$ cat src/rtl/prim_irq_agg_pkg.sv
// Package: shared offsets and the bundled status view for the aggregator.
package prim_irq_agg_pkg;

    localparam int ADDR_W = 8;
    localparam int DATA_W = 8;

    // Register offsets decoded by the read port and force register.
    typedef enum logic [ADDR_W-1:0] {
        OFF_VIEW_L1 = 8'h01,
        OFF_VIEW_L2 = 8'h02,
        OFF_FORCE   = 8'h03
    } reg_off_e;

    // Everything the read port may return.
    typedef struct packed {
        logic [DATA_W-1:0] view_l1;
        logic [DATA_W-1:0] view_l2;
        logic [DATA_W-1:0] force_bits;
    } agg_view_t;

endpackage

$ cat src/rtl/pia_force_reg.sv
// Module: pia_force_reg
// Holds the software force bits. Only implemented bank positions are stored;
// the remaining positions are tied to zero. Assumes writes are single-cycle
// strobes with a stable address.
module pia_force_reg
    import prim_irq_agg_pkg::*;
#(
    parameter int NUM_BANKS = 6
) (
    input  logic              clk,
    input  logic              rst_n,
    input  logic              wr_en,
    input  logic [ADDR_W-1:0] addr,
    input  logic [DATA_W-1:0] wdata,
    output logic [DATA_W-1:0] force_q
);

    localparam logic [DATA_W-1:0] IMPL_MASK = DATA_W'((1 << NUM_BANKS) - 1);

    logic hit;

    // Decode a write aimed at the force register.
    always_comb begin
        hit = wr_en && (addr == OFF_FORCE);
    end

    // Load masked write data; keep value otherwise.
    always_ff @(posedge clk) begin
        if (!rst_n) begin
            force_q <= '0;
        end else if (hit) begin
            force_q <= wdata & IMPL_MASK;
        end
    end

    // unimplemented force positions never hold a one.
    p_force_unimpl_zero_r4 : assert property (@(posedge clk) disable iff (!rst_n)
        (force_q & ~IMPL_MASK) == '0);

    // a force bit only changes on a write to the force offset.
    p_force_sticky_r3 : assert property (@(posedge clk) disable iff (!rst_n)
        !(wr_en && addr == OFF_FORCE) |=> $stable(force_q));

endmodule

$ cat src/rtl/pia_line_view.sv
// Module: pia_line_view
// Builds one host line's summary view: bank n's active-low request becomes
// bit n, ORed with the force bits, masked to implemented positions. The line
// output is registered and active low. Assumes bank requests are synchronous
// to clk.
module pia_line_view
    import prim_irq_agg_pkg::*;
#(
    parameter int NUM_BANKS = 6
) (
    input  logic                 clk,
    input  logic                 rst_n,
    input  logic [NUM_BANKS-1:0] bank_req_n,
    input  logic [DATA_W-1:0]    force_bits,
    output logic [DATA_W-1:0]    view,
    output logic                 line_n
);

    localparam logic [DATA_W-1:0] IMPL_MASK = DATA_W'((1 << NUM_BANKS) - 1);

    logic [DATA_W-1:0] req_wide;

    // Widen the active-high requests to the byte lane, zero above the banks.
    for (genvar g = 0; g < DATA_W; g++) begin : g_lane
        if (g < NUM_BANKS) begin : g_bank
            assign req_wide[g] = ~bank_req_n[g];
        end else begin : g_empty
            assign req_wide[g] = 1'b0;
        end
    end

    // Live view: requests OR forced bits, implemented lanes only.
    always_comb begin
        view = (req_wide | force_bits) & IMPL_MASK;
    end

    // Register the summary into an active-low line output.
    always_ff @(posedge clk) begin
        if (!rst_n) begin
            line_n <= 1'b1;
        end else begin
            line_n <= ~(|view);
        end
    end

endmodule

$ cat src/rtl/pia_read_port.sv
// Module: pia_read_port
// Decodes the read offset and captures the selected byte on a read strobe.
// Undefined offsets return zero. Read data holds between reads.
module pia_read_port
    import prim_irq_agg_pkg::*;
#(
    parameter int NUM_BANKS = 6
) (
    input  logic              clk,
    input  logic              rst_n,
    input  logic              rd_en,
    input  logic [ADDR_W-1:0] addr,
    input  agg_view_t         src,
    output logic [DATA_W-1:0] rdata
);

    logic [DATA_W-1:0] sel;

    // Select the byte for the requested offset.
    always_comb begin
        unique case (addr)
            OFF_VIEW_L1: sel = src.view_l1;
            OFF_VIEW_L2: sel = src.view_l2;
            OFF_FORCE:   sel = src.force_bits;
            default:     sel = '0;
        endcase
    end

    // Capture on read strobe, hold otherwise.
    always_ff @(posedge clk) begin
        if (!rst_n) begin
            rdata <= '0;
        end else if (rd_en) begin
            rdata <= sel;
        end
    end

    // undefined offsets read as zero.
    p_undef_zero_r8 : assert property (@(posedge clk) disable iff (!rst_n)
        (rd_en && addr != OFF_VIEW_L1 && addr != OFF_VIEW_L2 && addr != OFF_FORCE)
        |=> rdata == '0);

    // read data is stable without a read strobe.
    p_rdata_hold_r10 : assert property (@(posedge clk) disable iff (!rst_n)
        !rd_en |=> $stable(rdata));

    // positions above the bank count never read as one.
    if (NUM_BANKS < DATA_W) begin : g_unimpl_chk
        p_rdata_unimpl_r4 : assert property (@(posedge clk) disable iff (!rst_n)
            rdata[DATA_W-1:NUM_BANKS] == '0);
    end

endmodule

$ cat src/rtl/prim_irq_agg.sv
// Module: prim_irq_agg (top)
// Primary interrupt aggregator: two live per-line views over NUM_BANKS
// secondary banks, a shared force register, a byte register port and two
// active-low host lines. Assumes 1 <= NUM_BANKS <= 8 and synchronous inputs.
module prim_irq_agg
    import prim_irq_agg_pkg::*;
#(
    parameter int NUM_BANKS = 6
) (
    input  logic                 clk,
    input  logic                 rst_n,
    input  logic [NUM_BANKS-1:0] bank_irq1_n,
    input  logic [NUM_BANKS-1:0] bank_irq2_n,
    input  logic [ADDR_W-1:0]    reg_addr,
    input  logic                 reg_wr_en,
    input  logic [DATA_W-1:0]    reg_wdata,
    input  logic                 reg_rd_en,
    output logic [DATA_W-1:0]    reg_rdata,
    output logic                 int1_n,
    output logic                 int2_n
);

    logic [DATA_W-1:0] force_q;
    logic [DATA_W-1:0] view_l1;
    logic [DATA_W-1:0] view_l2;
    agg_view_t         view_bus;

    pia_force_reg #(.NUM_BANKS(NUM_BANKS)) u_force (
        .clk     (clk),
        .rst_n   (rst_n),
        .wr_en   (reg_wr_en),
        .addr    (reg_addr),
        .wdata   (reg_wdata),
        .force_q (force_q)
    );

    pia_line_view #(.NUM_BANKS(NUM_BANKS)) u_line1 (
        .clk        (clk),
        .rst_n      (rst_n),
        .bank_req_n (bank_irq1_n),
        .force_bits (force_q),
        .view       (view_l1),
        .line_n     (int1_n)
    );

    pia_line_view #(.NUM_BANKS(NUM_BANKS)) u_line2 (
        .clk        (clk),
        .rst_n      (rst_n),
        .bank_req_n (bank_irq2_n),
        .force_bits (force_q),
        .view       (view_l2),
        .line_n     (int2_n)
    );

    // Bundle the readable state for the read port.
    always_comb begin
        view_bus.view_l1    = view_l1;
        view_bus.view_l2    = view_l2;
        view_bus.force_bits = force_q;
    end

    pia_read_port #(.NUM_BANKS(NUM_BANKS)) u_rd (
        .clk   (clk),
        .rst_n (rst_n),
        .rd_en (reg_rd_en),
        .addr  (reg_addr),
        .src   (view_bus),
        .rdata (reg_rdata)
    );

    // any line-1 bank request drives int1_n low next cycle.
    p_int1_on_bank_r5 : assert property (@(posedge clk) disable iff (!rst_n)
        (bank_irq1_n != '1) |=> !int1_n);

    // any line-2 bank request drives int2_n low next cycle.
    p_int2_on_bank_r6 : assert property (@(posedge clk) disable iff (!rst_n)
        (bank_irq2_n != '1) |=> !int2_n);

    // a quiet line 1 with no force bits leaves int1_n high.
    p_int1_quiet_r5 : assert property (@(posedge clk) disable iff (!rst_n)
        (bank_irq1_n == '1 && force_q == '0) |=> int1_n);

    // a quiet line 2 with no force bits leaves int2_n high.
    p_int2_quiet_r6 : assert property (@(posedge clk) disable iff (!rst_n)
        (bank_irq2_n == '1 && force_q == '0) |=> int2_n);

    // force bits drive both lines.
    p_force_both_r3 : assert property (@(posedge clk) disable iff (!rst_n)
        (force_q != '0) |=> (!int1_n && !int2_n));

endmodule

$ cat config.mk
export PLATFORM = sky130hd
export DESIGN_NAME = prim_irq_agg
export DESIGN_NICKNAME = d
export VERILOG_FILES = /design/src/rtl/prim_irq_agg_pkg.sv /design/src/rtl/pia_force_reg.sv /design/src/rtl/pia_line_view.sv /design/src/rtl/pia_read_port.sv /design/src/rtl/prim_irq_agg.sv
export SDC_FILE = /design/constraint.sdc
export NUM_CORES = 1
export LEC_CHECK = 0
export ABC_CLOCK_PERIOD_IN_PS = 2300
export BUFFER_PORTS_ARGS = -buffer_cell sky130_fd_sc_hd__buf_2
export CAP_MARGIN = 20
export CORE_MARGIN = 3
export CORE_UTILIZATION = 47
export CTS_BUF_LIST = sky130_fd_sc_hd__clkbuf_8
export CTS_CLUSTER_DIAMETER = 100
export DETAILED_ROUTE_END_ITERATION = 8
export GPL_TIMING_DRIVEN = 0
export PLACE_DENSITY = 0.85
export SLEW_MARGIN = 0
export SYNTH_ARGS = -nofsm -noshare
export SYNTH_HDL_FRONTEND = slang
export SYNTH_SLANG_ARGS = --single-unit
$ cat constraint.sdc
create_clock -name clk -period 2.3 [get_ports clk]
set_input_delay 0.23 -clock clk [delete_from_list [all_inputs] [get_ports clk]]
set_output_delay 0.23 -clock clk [all_outputs]
set_load 0.01 [all_outputs]
==> summary.md, run 1 <==
| Metric | Value |
|---|---|
| CTS H-tree lvls | `1` |
| Lkg Pwr | `0.432 nW` |
| Post-cts sizing count | `0` |
| YS warnings | `0` |
| GP Congestion | `0.822` |
| Drt wl/cell | `between 10 and 15 µm` |
| Final setup violation count | `0` |
| Main area contributors after synthesis | `dfxtp_1 39%, a32o_1 8.3%, o31ai_1 8.3%` |
| Most Frequent Cell on Critical Path | `buf_2` |
| CTS tree | `done` |
| Die area | `0.00205 mm²` |
| Most common cell in the netlist | `dfxtp_1` |
| Yosys reg bits | `14` |
| GRT overflow | `0` |
| WS Path Type | `input pin to flop` |
| RSZ-0062 raised after global routing | `false` |
| Die Y | `45.3 µm` |
| First-pass GRT wire length | `between 2000 and 3000 µm` |
| Post-synth top cells | `14 x dfxtp_1, 8 x nand4_1, 8 x o31ai_1` |
| Drt via density | `roughly 6.0` |
| Area Overhead vs Synth | `35.5%` |
| Max incr delay on CP | `500 ps` |
| Commonest register cell after synthesis | `dfxtp_1` |
| Fin crit period | `1240 ps` |
| Period utilisation layout | `a little over half` |
| IO Count | `42` |
| # Max-Cap Violations | `0` |
| Row count | `13` |
| Post-CTS Hold Fix Bufs | `0` |
| Final instance area | `approximately 980 µm²` |
| Register area share after synthesis | `38.6%` |
| Antenna Cells | `0` |
| Clock Sinks | `14` |
| DRT antenna net count | `0` |
| Final WL | `1940 µm` |
| Die width | `approximately 45 µm` |
| Vias | `807` |
| Placed inst area | `928 µm²` |
| DRC violations left | `0` |
| Core Area | `0.00137 mm²` |
| Worst Tran Pin Value | `518 ps` |
| Netlist cell types | `22` |
| Number of global-route vias before repair | `roughly 700` |
| Overall Global Routing Usage | `19.6%` |
| Worst Skew | `3.25 ps` |
| Critical Path Start Type | `input pin` |
| DPL Wire Length | `1540 µm` |
| Drt first pass iters | `4` |
| Port Buf Inserts | `36` |
| Worst EP required | `2420 ps` |
| EDFF count, synth | `0` |
| Crit. End Element | `flop` |
| WP data arrival | `1360 ps` |
| Initial DRC count | `28` |
| CP max-delay cell | `or4_1` |
| VDD IR-drop max | `0.475 mV` |
| Crit path max fanout | `6` |
| Async set or reset register ratio after synthesis | `0%` |
| TritonCTS Buffers | `3` |
| Skew-Pair Late Insertion Delay | `between 200 and 300 ps` |
| R2r worst-path depth | `3` |
| Synthesized cell area | `726 µm²` |
| Layout cell share with drive strength beyond 1 | `39.2%` |
| Worst-path clk slew | `60 ps` |
| Clk root buf | `clkbuf_8` |
| Total negative slack | `0 ps` |
| Fmax | `808 MHz` |
| Slew Limit Fails | `0` |
| Pin count of the biggest net entering global routing | `11` |
| Post-Syn Instances | `79` |
| Power density cells | `roughly 570 mW/mm²` |
| NumNets Final | `153` |
| Hold-critical path depth | `2` |
| Status | `completed` |
| Slew headroom | `65.3%` |
| Maximum root-to-sink buffer count | `2` |
| Cells along the critical path | `buf_2, or4_1, buf_2, o31ai_1, a21oi_1` |
| Synth area leader | `dfxtp_1` |
| Post-synth top area share | `between 30 and 40%` |
| Setup bufs post-CTS | `0` |
| HP Class | `input pin to flop` |
| Initial Util | `53.1%` |
| Initial antenna violation count | `0` |
| Hold Violations, Final | `0` |
| Mean Syn Cell Area | `9.19 µm²` |
==> placed cells by master, fill, tap and decap left out, drive strengths merged <==
cell type,n
a32o,6
nor4,2
clkbuf,4
and2,1
nand2b,2
nand2,3
o2111a,1
nand4bb,1
o221ai,6
a21oi,6
or4,1
dlygate4sd1,1
nor2,2
nand4,8
inv,3
and3,1
conb,2
buf,42
o31ai,8
o21ai,6
dfxtp,14
==> cell families after synthesis <==
| logic type | synth area share (%) |
|---|---|
| flip-flops | 38.6 |
| AND/OR/NAND/NOR | 19.3 |
| buffers and inverters | 7.93 |
| AO/OA/AOI/OAI | 33.6 |
| other | 0.517 |
==> path summary, 6_finish.rpt <==
check | startpoint | to | slack [ps]
worst min register to register | u_force.force_q[2]$_SDFFE_PN0P_ | u_force.force_q[2]$_SDFFE_PN0P_ | 490
worst max register to register | u_force.force_q[2]$_SDFFE_PN0P_ | u_line1.line_n$_SDFF_PN1_ | 1200
worst min-delay path | rst_n | u_line2.line_n$_SDFF_PN1_ | 230
worst max-delay path | reg_addr[3] | u_force.force_q[4]$_SDFFE_PN0P_ | 1060
==> worst max-delay path, delay by kind of cell <==
family / cells / cell delay [ps]
compound gates: 2 / 340
simple gates: 1 / 500
buf+inv: 2 / 290
==> per-layer routing <==
metal  vias to the layer above  global-route usage (%)  share of wire (%)
met5                         -                       0                  0
met2                        27                    33.3                 51
li1                        405                       -                  -
met4                         0                    4.68                  0
met1                       375                    23.0                 42
met3                         0                    7.57                6.9
==> power by group <==
group	internal [mW]	switching, mW
logic	0.0334	0.0399
registers	0.245	0.000561
clock network	0.152	0.0900
total	0.430	0.130
==> state kept, by name, summed over array words and instances (netlist names) <==
name,flops
u_line1.line_n,1
u_rd.rdata,6
u_line2.line_n,1
u_force.force_q,6
==> layout make-up <==
type / count / area (µm²)
Buffer: 7 / 46.3
Clock buffer: 4 / 55.1
Fill cell: 111 / 383
Inverter: 3 / 11.3
Multi-Input combinational cell: 56 / 392
Sequential cell: 14 / 280
Tap cell: 15 / 18.8
Timing Repair Buffer: 36 / 180
==> per-stage QoR <==
stage                     utilization, %  hold WS, ps  power, mW  worst slack [ps]  cells
after floorplan                        -          378      0.285              1010     80
after global placement              67.9          471      0.321               828    131
after detailed placement            67.9          473      0.323               799    131
after CTS                           72.0          226      0.562              1050    135
after global routing                72.0          236      0.587              1000    135
final                               72.0          225      0.560              1060    135
No activity file was read; power rests on OpenSTA's default activity.
==> inputs of run 2 (changes only) <==
Settings changed: ABC_CLOCK_PERIOD_IN_PS 2300 to 1090, CORE_UTILIZATION 47 to 40, PLACE_DENSITY 0.85 to 0.77.
Clock period 2.3 ns to 1.09 ns, I/O delays scaled along.
==> run 2 against run 1 <==
  * Clock power rose by 69%
  * Final cell count increased by 5.9%
  * Non-clock buffer count did not move
  * Routed wire length increased by 1.3%
  * Critical endpoint unchanged
  * Clock skew hardly changed
  * Power is 94% higher
==> summary.md, run 2 (same netlist as run 1, synthesis figures left out) <==
| Metric | Value |
|---|---|
| Fin crit period | `1090 ps` |
| Internal Power | `0.834 mW` |
| Status | `completed` |
| IO Count | `between 40 and 50` |
| Setup ws final | `between 3 and 4 ps` |
| NumNets Final | `153` |
| Area Overhead vs Synth | `39.0%` |
| Crit. End Element | `flop` |
| Comb pwr share | `around 15%` |
| Layout cell share with drive strength beyond 1 | `42.9%` |
| Number of global-route vias before repair | `800` |
| Initial Util | `45.0%` |
| Reg-to-reg slack, setup | `60 ps` |
| WS Path Type | `input pin to flop` |
| TritonCTS Buffers | `3` |
| Worst Skew | `2.93 ps` |
| Hold Violations, Final | `0` |
| Commonest cells after routing, fill and taps aside | `38 x buf_2, 14 x dfxtp_1, 8 x nand4_1` |
| CTS tree | `done` |
| Drt first pass iters | `4` |
| Clock Sinks | `14` |
| Fmax | `921 MHz` |
| Row count | `14` |
| Setup WS pre-CTS | `-246 ps` |
| Sw Share | `23.4%` |
| Die area | `0.00236 mm²` |
| Initial DRC count | `25` |
| Final WL | `1960 µm` |
| Critical Path Start Type | `input pin` |
| Final setup violation count | `0` |
| Most common cell after layout, fill and taps aside | `buf_2` |
| First-pass GRT wire length | `roughly 3200 µm` |
| Setup bufs post-CTS | `0` |
| Die Y | `~50 µm` |
| DPL Wire Length | `1510 µm` |
| Antenna Cells | `0` |
| Switching power of the nets | `0.255 mW` |
| Worst-path clk slew | `50 ps` |
| Power density cells | `1080 mW/mm²` |
| Skew-Pair Late Insertion Delay | `about 240 ps` |
| VDD IR-drop max | `0.912 mV` |
| Drt wl/cell | `between 10 and 15 µm` |
| Post-CTS Hold Fix Bufs | `0` |
| WP data arrival | `1210 ps` |
| Flop pwr share | `47.6%` |
| Initial antenna violation count | `0` |
| Lkg Pwr | `0.432 nW` |
| Die width | `~49 µm` |
| Port Buf Inserts | `36` |
| Clk root buf | `clkbuf_8` |
| Period utilisation layout | `99.7%` |
| # Max-Cap Violations | `0` |
| GP Congestion | `0.784` |
| Drt via density | `between 5 and 6` |
| Maximum root-to-sink buffer count | `2` |
| Top Registers | `u_force.force_q: 6 flops, u_rd.rdata: 6 flops` |
| DRT antenna net count | `0` |
| Overall Global Routing Usage | `17.2%` |
| Worst EP required | `1210 ps` |
| Crit path max fanout | `6` |
| DRC violations left | `0` |
| Slew Limit Fails | `0` |
| HP Class | `input pin to flop` |
| RSZ-0062 raised after global routing | `true` |
| GRT overflow | `0` |
| CTS H-tree lvls | `1` |
| Clk pwr share | `37.6%` |
| Total Power | `1.09 mW` |
| Pin count of the biggest net entering global routing | `11` |
| Core Area | `0.00161 mm²` |
| Vias | `825` |
| Total negative slack | `0 ps` |
==> run 2: cell types whose count changed in the layout (fill, tap and decap cells not counted), sizes merged <==
cell and delta:
clkbuf -1
==> run 2: stage by stage <==
step	hold WS (ps)	util, %	std cells	area, µm²
2_1_floorplan	257	-	80	739
3_3_place_gp	364	58.9	140	950
3_5_place_dp	363	58.9	140	950
4_1_cts	111	61.5	143	991
5_1_grt	108	62.6	143	1010
6_report	110	62.6	143	1010
==> run 2: power groups by stage <==
stage                     Sequential, mW  Clock, mW  Combinational, mW
after CTS                          0.518      0.420              0.157
after global routing               0.518      0.450              0.178
after global placement             0.529          0              0.152
final                              0.518      0.409              0.162
after floorplan                    0.531          0             0.0723
after detailed placement           0.529          0              0.156
==> run 2: layer usage <==
| layer | track usage (%) | vias to the layer above | routed length, µm |
|---|---|---|---|
| met5 | 0 | - | 0 |
| met4 | 2.84 | 0 | 8 |
| met3 | 7.98 | 2 | 179 |
| met2 | 30.7 | 31 | 1000 |
| met1 | 18.7 | 391 | 771 |
| li1 | - | 401 | - |
==> run 2: final timing paths <==
check,from,to,depth (start not counted)
min,rst_n,u_line2.line_n$_SDFF_PN1_,2
max reg2reg,u_force.force_q[2]$_SDFFE_PN0P_,u_line1.line_n$_SDFF_PN1_,3
min reg2reg,u_force.force_q[0]$_SDFFE_PN0P_,u_force.force_q[0]$_SDFFE_PN0P_,2
max,reg_addr[3],u_force.force_q[4]$_SDFFE_PN0P_,5
==> run 2: cell type report <==
cell class                      count  area (µm²)
Buffer                              7        52.6
Clock buffer                        3        41.3
Fill cell                         151         603
Inverter                            3        11.3
Multi-Input combinational cell     56         413
Sequential cell                    14         280
Tap cell                           24        30.0
Timing Repair Buffer               36         180
==> run 2: repair_timing <==
action                                  CTS  global route
gates resized for setup                   0             4
hold endpoints to repair                  0             0
endpoints found under the setup margin    0            13
==> run 2: critical path, stage by stage <==
cell     delay (ps)
buf_2           120
or4_4           530
buf_6           150
o31ai_1         210
a21oi_1          90
